**src/rtl/snoop_pkg.sv**
```systemverilog
package snoop_pkg;

  localparam int ARGC_W = 3;

  typedef enum logic [3:0] {
    ST_WAIT_HIGH,
    ST_IDLE,
    ST_CMD_BITS,
    ST_CMD_FORCE,
    ST_CMD_DRIVE,
    ST_CMD_HOLD,
    ST_CMD_ACK,
    ST_ARG_GAP,
    ST_ARG_LEAD,
    ST_ARG_BITS,
    ST_ARG_ACK
  } snoop_state_e;

  // Upper seven opcode bits that select the bit-0 override.
  function automatic logic forced_prefix(input logic [6:0] hi7);
    return hi7 == 7'b0001001;
  endfunction

  // Number of argument bytes following each opcode.
  function automatic logic [ARGC_W-1:0] arg_count(input logic [7:0] op);
    logic [ARGC_W-1:0] n;
    case (op) inside
      8'h80:                                       n = 3'd7;
      8'h69, 8'h6A, 8'hC9, 8'hCA, 8'hE8, 8'hEA:    n = 3'd5;
      8'h86:                                       n = 3'd4;
      8'h30, 8'h33, 8'h81, 8'h87, 8'h93, 8'h95,
      8'hC2:                                       n = 3'd3;
      [8'h40:8'h4F], 8'h31, 8'h34, 8'h91, 8'hB0,
      8'hB2:                                       n = 3'd2;
      [8'h10:8'h2F], [8'h50:8'h5F], [8'h6B:8'h6F],
      8'h32, 8'h90, 8'h94, 8'hA0, 8'hB1, 8'hB3,
      8'hC0, 8'hC1, 8'hC4, 8'hC5, 8'hC7, 8'hCF,
      8'hE0, 8'hE4:                                n = 3'd1;
      default:                                     n = 3'd0;
    endcase
    return n;
  endfunction

endpackage

```
**src/rtl/snoop_sync.sv**
```systemverilog
module snoop_sync #(
  parameter int   STAGES    = 2,
  parameter logic RESET_VAL = 1'b0
) (
  input  logic clk,
  input  logic rst,
  input  logic pin,
  output logic level
);
  logic [STAGES-1:0] chain;

  always_ff @(posedge clk) begin
    if (rst) chain <= {STAGES{RESET_VAL}};
    else     chain <= {chain[STAGES-2:0], pin};
  end

  assign level = chain[STAGES-1];
endmodule

```
**src/rtl/snoop_timer.sv**
```systemverilog
module snoop_timer #(
  parameter int LIMIT = 175000
) (
  input  logic clk,
  input  logic rst,
  input  logic run,
  output logic expired
);
  localparam int CW = $clog2(LIMIT + 1);
  localparam logic [CW-1:0] LAST = CW'(LIMIT - 1);

  logic [CW-1:0] cnt;

  always_ff @(posedge clk) begin
    if (rst || !run) cnt <= '0;
    else             cnt <= cnt + 1'b1;
  end

  assign expired = run && (cnt == LAST);
endmodule

```
**src/rtl/snoop_fsm.sv**
```systemverilog
module snoop_fsm
  import snoop_pkg::*;
#(
  parameter int HOLD_CYCLES = 250
) (
  input  logic              clk,
  input  logic              rst,
  input  logic              bclk,
  input  logic              bdat,
  input  logic              expired,
  output logic              run_timer,
  output logic              dat_pull,
  output logic              awake,
  output logic              in_cmd,
  output logic              armed,
  output logic              arg_ack_ev,
  output logic [ARGC_W-1:0] arg_left
);
  localparam int BYTE_BITS = 8;
  localparam int BIT_W = $clog2(BYTE_BITS);
  localparam logic [BIT_W-1:0] BIT_LAST = BIT_W'(BYTE_BITS - 1);
  localparam logic [BIT_W-1:0] BIT_PRE  = BIT_W'(BYTE_BITS - 2);
  localparam int HW = $clog2(HOLD_CYCLES + 1);
  localparam logic [HW-1:0] HOLD_LAST = HW'(HOLD_CYCLES - 1);

  snoop_state_e      state, nxt;
  logic              bclk_d;
  logic [7:0]        shreg, sh_n, sh_new;
  logic [BIT_W-1:0]  bit_cnt, bit_n;
  logic [ARGC_W-1:0] args_n, argc_cmd;
  logic [HW-1:0]     hold_cnt, hold_n;
  logic              rise, fall;

  assign rise     = bclk & ~bclk_d;
  assign fall     = ~bclk & bclk_d;
  assign sh_new   = {shreg[6:0], bdat};
  assign argc_cmd = arg_count(shreg);

  always_comb begin
    nxt        = state;
    sh_n       = shreg;
    bit_n      = bit_cnt;
    args_n     = arg_left;
    hold_n     = hold_cnt;
    arg_ack_ev = 1'b0;
    case (state)
      ST_WAIT_HIGH: if (bclk) nxt = ST_IDLE;
      ST_IDLE: if (!bclk) begin
        nxt   = ST_CMD_BITS;
        sh_n  = '0;
        bit_n = '0;
      end
      ST_CMD_BITS: if (rise) begin
        sh_n  = sh_new;
        bit_n = bit_cnt + 1'b1;
        if (bit_cnt == BIT_PRE && forced_prefix(sh_new[6:0])) nxt = ST_CMD_FORCE;
        else if (bit_cnt == BIT_LAST)                         nxt = ST_CMD_ACK;
      end
      ST_CMD_FORCE: if (fall) nxt = ST_CMD_DRIVE;
      ST_CMD_DRIVE: if (rise) begin
        sh_n   = {shreg[6:0], 1'b0};
        hold_n = '0;
        nxt    = ST_CMD_HOLD;
      end
      ST_CMD_HOLD: begin
        if (fall) begin
          args_n = argc_cmd;
          nxt    = (argc_cmd == '0) ? ST_WAIT_HIGH : ST_ARG_GAP;
        end else if (hold_cnt == HOLD_LAST) begin
          nxt = ST_CMD_ACK;
        end else begin
          hold_n = hold_cnt + 1'b1;
        end
      end
      ST_CMD_ACK: if (fall) begin
        args_n = argc_cmd;
        nxt    = (argc_cmd == '0) ? ST_WAIT_HIGH : ST_ARG_GAP;
      end
      ST_ARG_GAP:  if (rise) nxt = ST_ARG_LEAD;
      ST_ARG_LEAD: if (fall) begin
        nxt   = ST_ARG_BITS;
        bit_n = '0;
      end
      ST_ARG_BITS: if (rise) begin
        bit_n = bit_cnt + 1'b1;
        if (bit_cnt == BIT_LAST) nxt = ST_ARG_ACK;
      end
      ST_ARG_ACK: if (fall) begin
        arg_ack_ev = 1'b1;
        args_n     = arg_left - 1'b1;
        nxt        = (arg_left == ARGC_W'(1)) ? ST_WAIT_HIGH : ST_ARG_GAP;
      end
      default: nxt = ST_WAIT_HIGH;
    endcase
    if (expired) nxt = ST_WAIT_HIGH;
  end

  always_ff @(posedge clk) begin
    if (rst) begin
      state    <= ST_WAIT_HIGH;
      bclk_d   <= 1'b1;
      shreg    <= '0;
      bit_cnt  <= '0;
      arg_left <= '0;
      hold_cnt <= '0;
      dat_pull <= 1'b0;
      in_cmd   <= 1'b0;
      awake    <= 1'b1;
    end else begin
      state    <= nxt;
      bclk_d   <= bclk;
      shreg    <= sh_n;
      bit_cnt  <= bit_n;
      arg_left <= args_n;
      hold_cnt <= hold_n;
      dat_pull <= (nxt == ST_CMD_DRIVE) || (nxt == ST_CMD_HOLD);
      in_cmd   <= (nxt inside {ST_CMD_BITS, ST_CMD_FORCE, ST_CMD_DRIVE,
                               ST_CMD_HOLD, ST_CMD_ACK});
      awake    <= (nxt != ST_IDLE);
    end
  end

  assign run_timer = state inside {ST_CMD_BITS, ST_CMD_FORCE, ST_CMD_DRIVE,
                                   ST_CMD_HOLD, ST_CMD_ACK, ST_ARG_BITS, ST_ARG_ACK};
  assign armed     = (state == ST_CMD_FORCE);
endmodule

```
**src/rtl/cmd_snoop.sv**
```systemverilog
module cmd_snoop
  import snoop_pkg::*;
#(
  parameter int SYNC_STAGES    = 2,
  parameter int HOLD_CYCLES    = 250,
  parameter int TIMEOUT_CYCLES = 175000
) (
  input  logic clk,
  input  logic rst,
  input  logic link_clk,
  input  logic link_dat,
  output logic dat_pull,
  output logic awake,
  output logic in_cmd
);
  logic              bclk_s, bdat_s;
  logic              tmr_run, tmr_expired;
  logic              force_armed, arg_ack_ev;
  logic [ARGC_W-1:0] arg_left;

  snoop_sync #(.STAGES(SYNC_STAGES), .RESET_VAL(1'b1)) i_sync_clk (
    .clk(clk), .rst(rst), .pin(link_clk), .level(bclk_s));

  snoop_sync #(.STAGES(SYNC_STAGES), .RESET_VAL(1'b1)) i_sync_dat (
    .clk(clk), .rst(rst), .pin(link_dat), .level(bdat_s));

  snoop_timer #(.LIMIT(TIMEOUT_CYCLES)) i_timer (
    .clk(clk), .rst(rst), .run(tmr_run), .expired(tmr_expired));

  snoop_fsm #(.HOLD_CYCLES(HOLD_CYCLES)) i_fsm (
    .clk(clk), .rst(rst), .bclk(bclk_s), .bdat(bdat_s),
    .expired(tmr_expired), .run_timer(tmr_run),
    .dat_pull(dat_pull), .awake(awake), .in_cmd(in_cmd),
    .armed(force_armed), .arg_ack_ev(arg_ack_ev), .arg_left(arg_left));
endmodule

```
**config.mk**
```make
export PLATFORM = sky130hd
export DESIGN_NAME = cmd_snoop
export DESIGN_NICKNAME = d
export VERILOG_FILES = /design/src/rtl/snoop_pkg.sv /design/src/rtl/snoop_sync.sv /design/src/rtl/snoop_timer.sv /design/src/rtl/snoop_fsm.sv /design/src/rtl/cmd_snoop.sv
export SDC_FILE = /design/constraint.sdc
export NUM_CORES = 1
export LEC_CHECK = 0
export ABC_AREA = 0
export BUFFER_PORTS_ARGS = -buffer_cell sky130_fd_sc_hd__buf_4
export CAP_MARGIN = 10
export CORE_UTILIZATION = 56
export CTS_CLUSTER_SIZE = 14
export DETAILED_ROUTE_END_ITERATION = 10
export HOLD_SLACK_MARGIN = 0.12
export MAX_ROUTING_LAYER = met4
export PLACE_DENSITY = 0.73
export SLEW_MARGIN = 10
export SYNTH_ARGS = -nofsm -noshare
export SYNTH_HDL_FRONTEND = slang
export SYNTH_SLANG_ARGS = --single-unit
```
**constraint.sdc**
```tcl
create_clock -name clk -period 2.3 [get_ports clk]
set_input_delay 0.46 -clock clk [delete_from_list [all_inputs] [get_ports clk]]
set_output_delay 0.46 -clock clk [all_outputs]
set_load 0.01 [all_outputs]
```
==> reports/metrics.yaml <==
synthMuxAreaShare_pct: 0.636
synth_top_cell_by_area: "dfxtp_1"
p_int_mw: 1.20
clkSinkCount: 52
synth-seq-cells: 52
hp-class: "input port to flop"
drt-pass1-iter-count: 5
ant_nets: 0
synth_edf_count: 0
yosysSeqAreaShare_pct: 33.1
reg2reg_from: "i_fsm.shreg[1]"
critPathCaptureType: "flop"
cts_setup_buffers: 0
async_flop_share_pct: 0
period_share_pct: 96.9
syn_area_sq_mm: 0.00315
synth_cells: 407
hpwl_um: 5270
synth_top_cells_by_area: "dfxtp_1 33%, nor2_1 6.9%, a21oi_1 4.5%, o21ai_0 3.8%, xor2_1 3.6%"
syn_nets: 419
peakVddDrop_v: 0.000419
cts_made_buffers: 5
grt_pass1_vias: 2723
diodes: 0
die_x_um: 77.0
synthTopCellsByCount: "58 x nor2_1, 52 x dfxtp_1, 28 x a21oi_1"
layout_min_cycle_time_ns: 2.23
crit_start: "i_fsm.shreg[1]"
hold_start: "link_clk"
cap_violations: 0
seqPwrFrac_pct: 56.0
grt_max_degree: 21
grt_pass1_wl_um: 12500
yosysUniqueCellTypes: 62
die_h_um: 77.0
slew-limit-headroom_pct: 57.8
h-tree-depth: 2
powerDensity_mw_per_mm2: 463
required_ns: 2.55
numPortBuffers: 6
finish.utilization_pct: 67.9
path_cells: "buf_4 > nand4b_1 > a21oi_1 > or4_4 > nor4b_4 > a21oi_2 > or2_1 > a211oi_2"
synth_top_area_share_pct: 33.1
insertion_delay_ns: 0.32
synthFlopType: "dfxtp_1"
clock_skew_ns: 0.00732
clockRootBuffer: "clkbuf_8"
yosysWarnings: 0
yosysMostFrequentCell: "nor2_1"
comb_power_share_pct: 10.2
worstSetupPathType: "flop to flop"
swShare_pct: 27.4
rows: 26
multi_input_area_sq_mm: 0.00201
synthSimpleGateAreaFrac_pct: 34.0
syn_to_final_growth_pct: 13.8
gp_congestion: 0.898
p_switching_uw: 454
finalSetupViolations: 0
antenna_found_initial: 0
regArea_sq_mm: 0.00105
nets: 441
holdWs_ns: 0.319
fillers: 468
vias: 2943
clkPwrFrac_pct: 33.9
leakage_nw: 1.29
routed_via_density: 5.89
cp_slowest_cell: "or4_4"
coreArea_sq_mm: 0.00527
drv_slew: 0
wl_per_cell_um: 14.4
start_util_pct: 59.7
avgSynthCellArea_sq_um: 7.73
drc: 0
cts_buffer_depth: 2
status: "completed"
cp_max_fo: 11
synth_adder_area_share_pct: 3.50
grt_overflow_total: 0
synth_compound_gate_area_share_pct: 17.7
synth_top_family_by_area: "simple AND/OR/NAND/NOR gates"
drt-initial-drc-count: 241
rsz0062_at_grt: "false"
finalHoldViolations: 0
worst_slew_pin_slew_ns: 0.632
arrival_ns: 2.48
synth_xor_area_share_pct: 6.40
io_pins: 7
grt_use_total_pct: 26.7
cts_hold_buffers: 0
fmax_ghz: 0.448
cts_tree: "done"
die_area_sq_mm: 0.00593
critPathLaunchType: "flop"
drt-total-wl_um: 7190
critPathMaxStageDelay_ns: 0.51
path_clk_slew_ns: 0.11
drive_gt1_share_pct: 18.4
## worst paths after layout
| check | end | slack (ns) | cells after the start |
|---|---|---|---|
| max | i_fsm.in_cmd | 0.07 | 8 |
| max reg2reg | i_fsm.in_cmd | 0.07 | 8 |
| min reg2reg | i_sync_dat.chain[1] | 0.42 | 1 |
| min | i_sync_clk.chain[0] | 0.32 | 2 |
## cell families after synthesis
kind of cell / count (synthesis)
and+or+nand+nor: 198
DFF: 52
muxes: 2
buffers and inverters: 37
AOI/OAI and AO/OA: 86
xor gates and xnor gates: 23
adders and majority gates: 9
## timing repair
| action | 4_1_cts | 5_1_grt |
|---|---|---|
| pin swaps | 0 | 10 |
| resized for setup | 1 | 24 |
| cloned | 0 | 0 |
| setup endpoints to repair | 2 | 6 |
## routing by layer
layer	up-vias	track usage [%]	part of all wire, %
li1	1487	-	-
met2	92	40.8	45
met3	10	4.40	5.1
met4	0	7.74	1.3
met1	1354	36.3	49
met5	-	-	0
## power groups by stage
| stage | Sequential, mW | Combinational [mW] | Clock [mW] |
|---|---|---|---|
| floorplan | 0.942 | 0.110 | 0 |
| global placement | 0.950 | 0.156 | 0 |
| detailed placement | 0.950 | 0.158 | 0 |
| CTS | 0.929 | 0.160 | 0.571 |
| global route | 0.930 | 0.185 | 0.601 |
| finish | 0.927 | 0.169 | 0.561 |
## cell usage in the layout, fill, tap and decap left out, types with 4 or more instances in the layout
cell and n:
nor2_1 57, dfxtp_1 45, buf_4 36, a21oi_1 26, nand2_1 24, o21ai_0 23, nand3_1 20, inv_1 14
xor2_1 13, nand4_1 13, xnor2_1 10, nand2b_1 10, nor3_1 9, and3_1 8, nor2b_1 8, ha_1 8
or3_1 6, or2_2 6, nor3b_1 5, clkbuf_8 5, dfxtp_2 5, a22oi_1 4
## flip-flops by register name, indices dropped and copies added (netlist names)
signal            flops
i_fsm.dat_pull        1
i_fsm.hold_cnt        8
i_sync_clk.chain      2
i_fsm.in_cmd          1
i_fsm.arg_left        3
i_fsm.state           4
i_timer.cnt          18
i_sync_dat.chain      2
i_fsm.bclk_d          1
i_fsm.awake           1
i_fsm.shreg           8
i_fsm.bit_cnt         3
## stage by stage
stage | TNS (ns) | std cells | total power, mW | instance area [sq um] | setup slack (ns)
3_3_place_gp | 0 | 492 | 1.11 | 3420 | 0.0198
3_5_place_dp | -0.0141 | 492 | 1.11 | 3420 | -0.0141
2_1_floorplan | 0 | 407 | 1.05 | 3150 | 0.190
6_report | 0 | 500 | 1.66 | 3580 | 0.0702
4_1_cts | 0 | 500 | 1.66 | 3520 | 0.00257
5_1_grt | 0 | 500 | 1.72 | 3580 | 0.000786
## cell type report
type | count | area share (%)
clock inverter | 3 | 0.734
tap | 70 | 2.45
clock buffer | 5 | 1.92
sequential | 52 | 29.5
multi-input combinational | 318 | 56.2
timing repair buffer | 36 | 7.55
inverter | 16 | 1.68
## critical path, delay by kind of cell, from the launching register on
kind | cells | cell delay [ns]
flip-flops | 1 | 0.35
AND/OR/NAND/NOR | 4 | 1.28
buffers and inverters | 1 | 0.18
AO/OA/AOI/OAI | 3 | 0.36
Note: power is estimated with default switching activity, not from simulation.
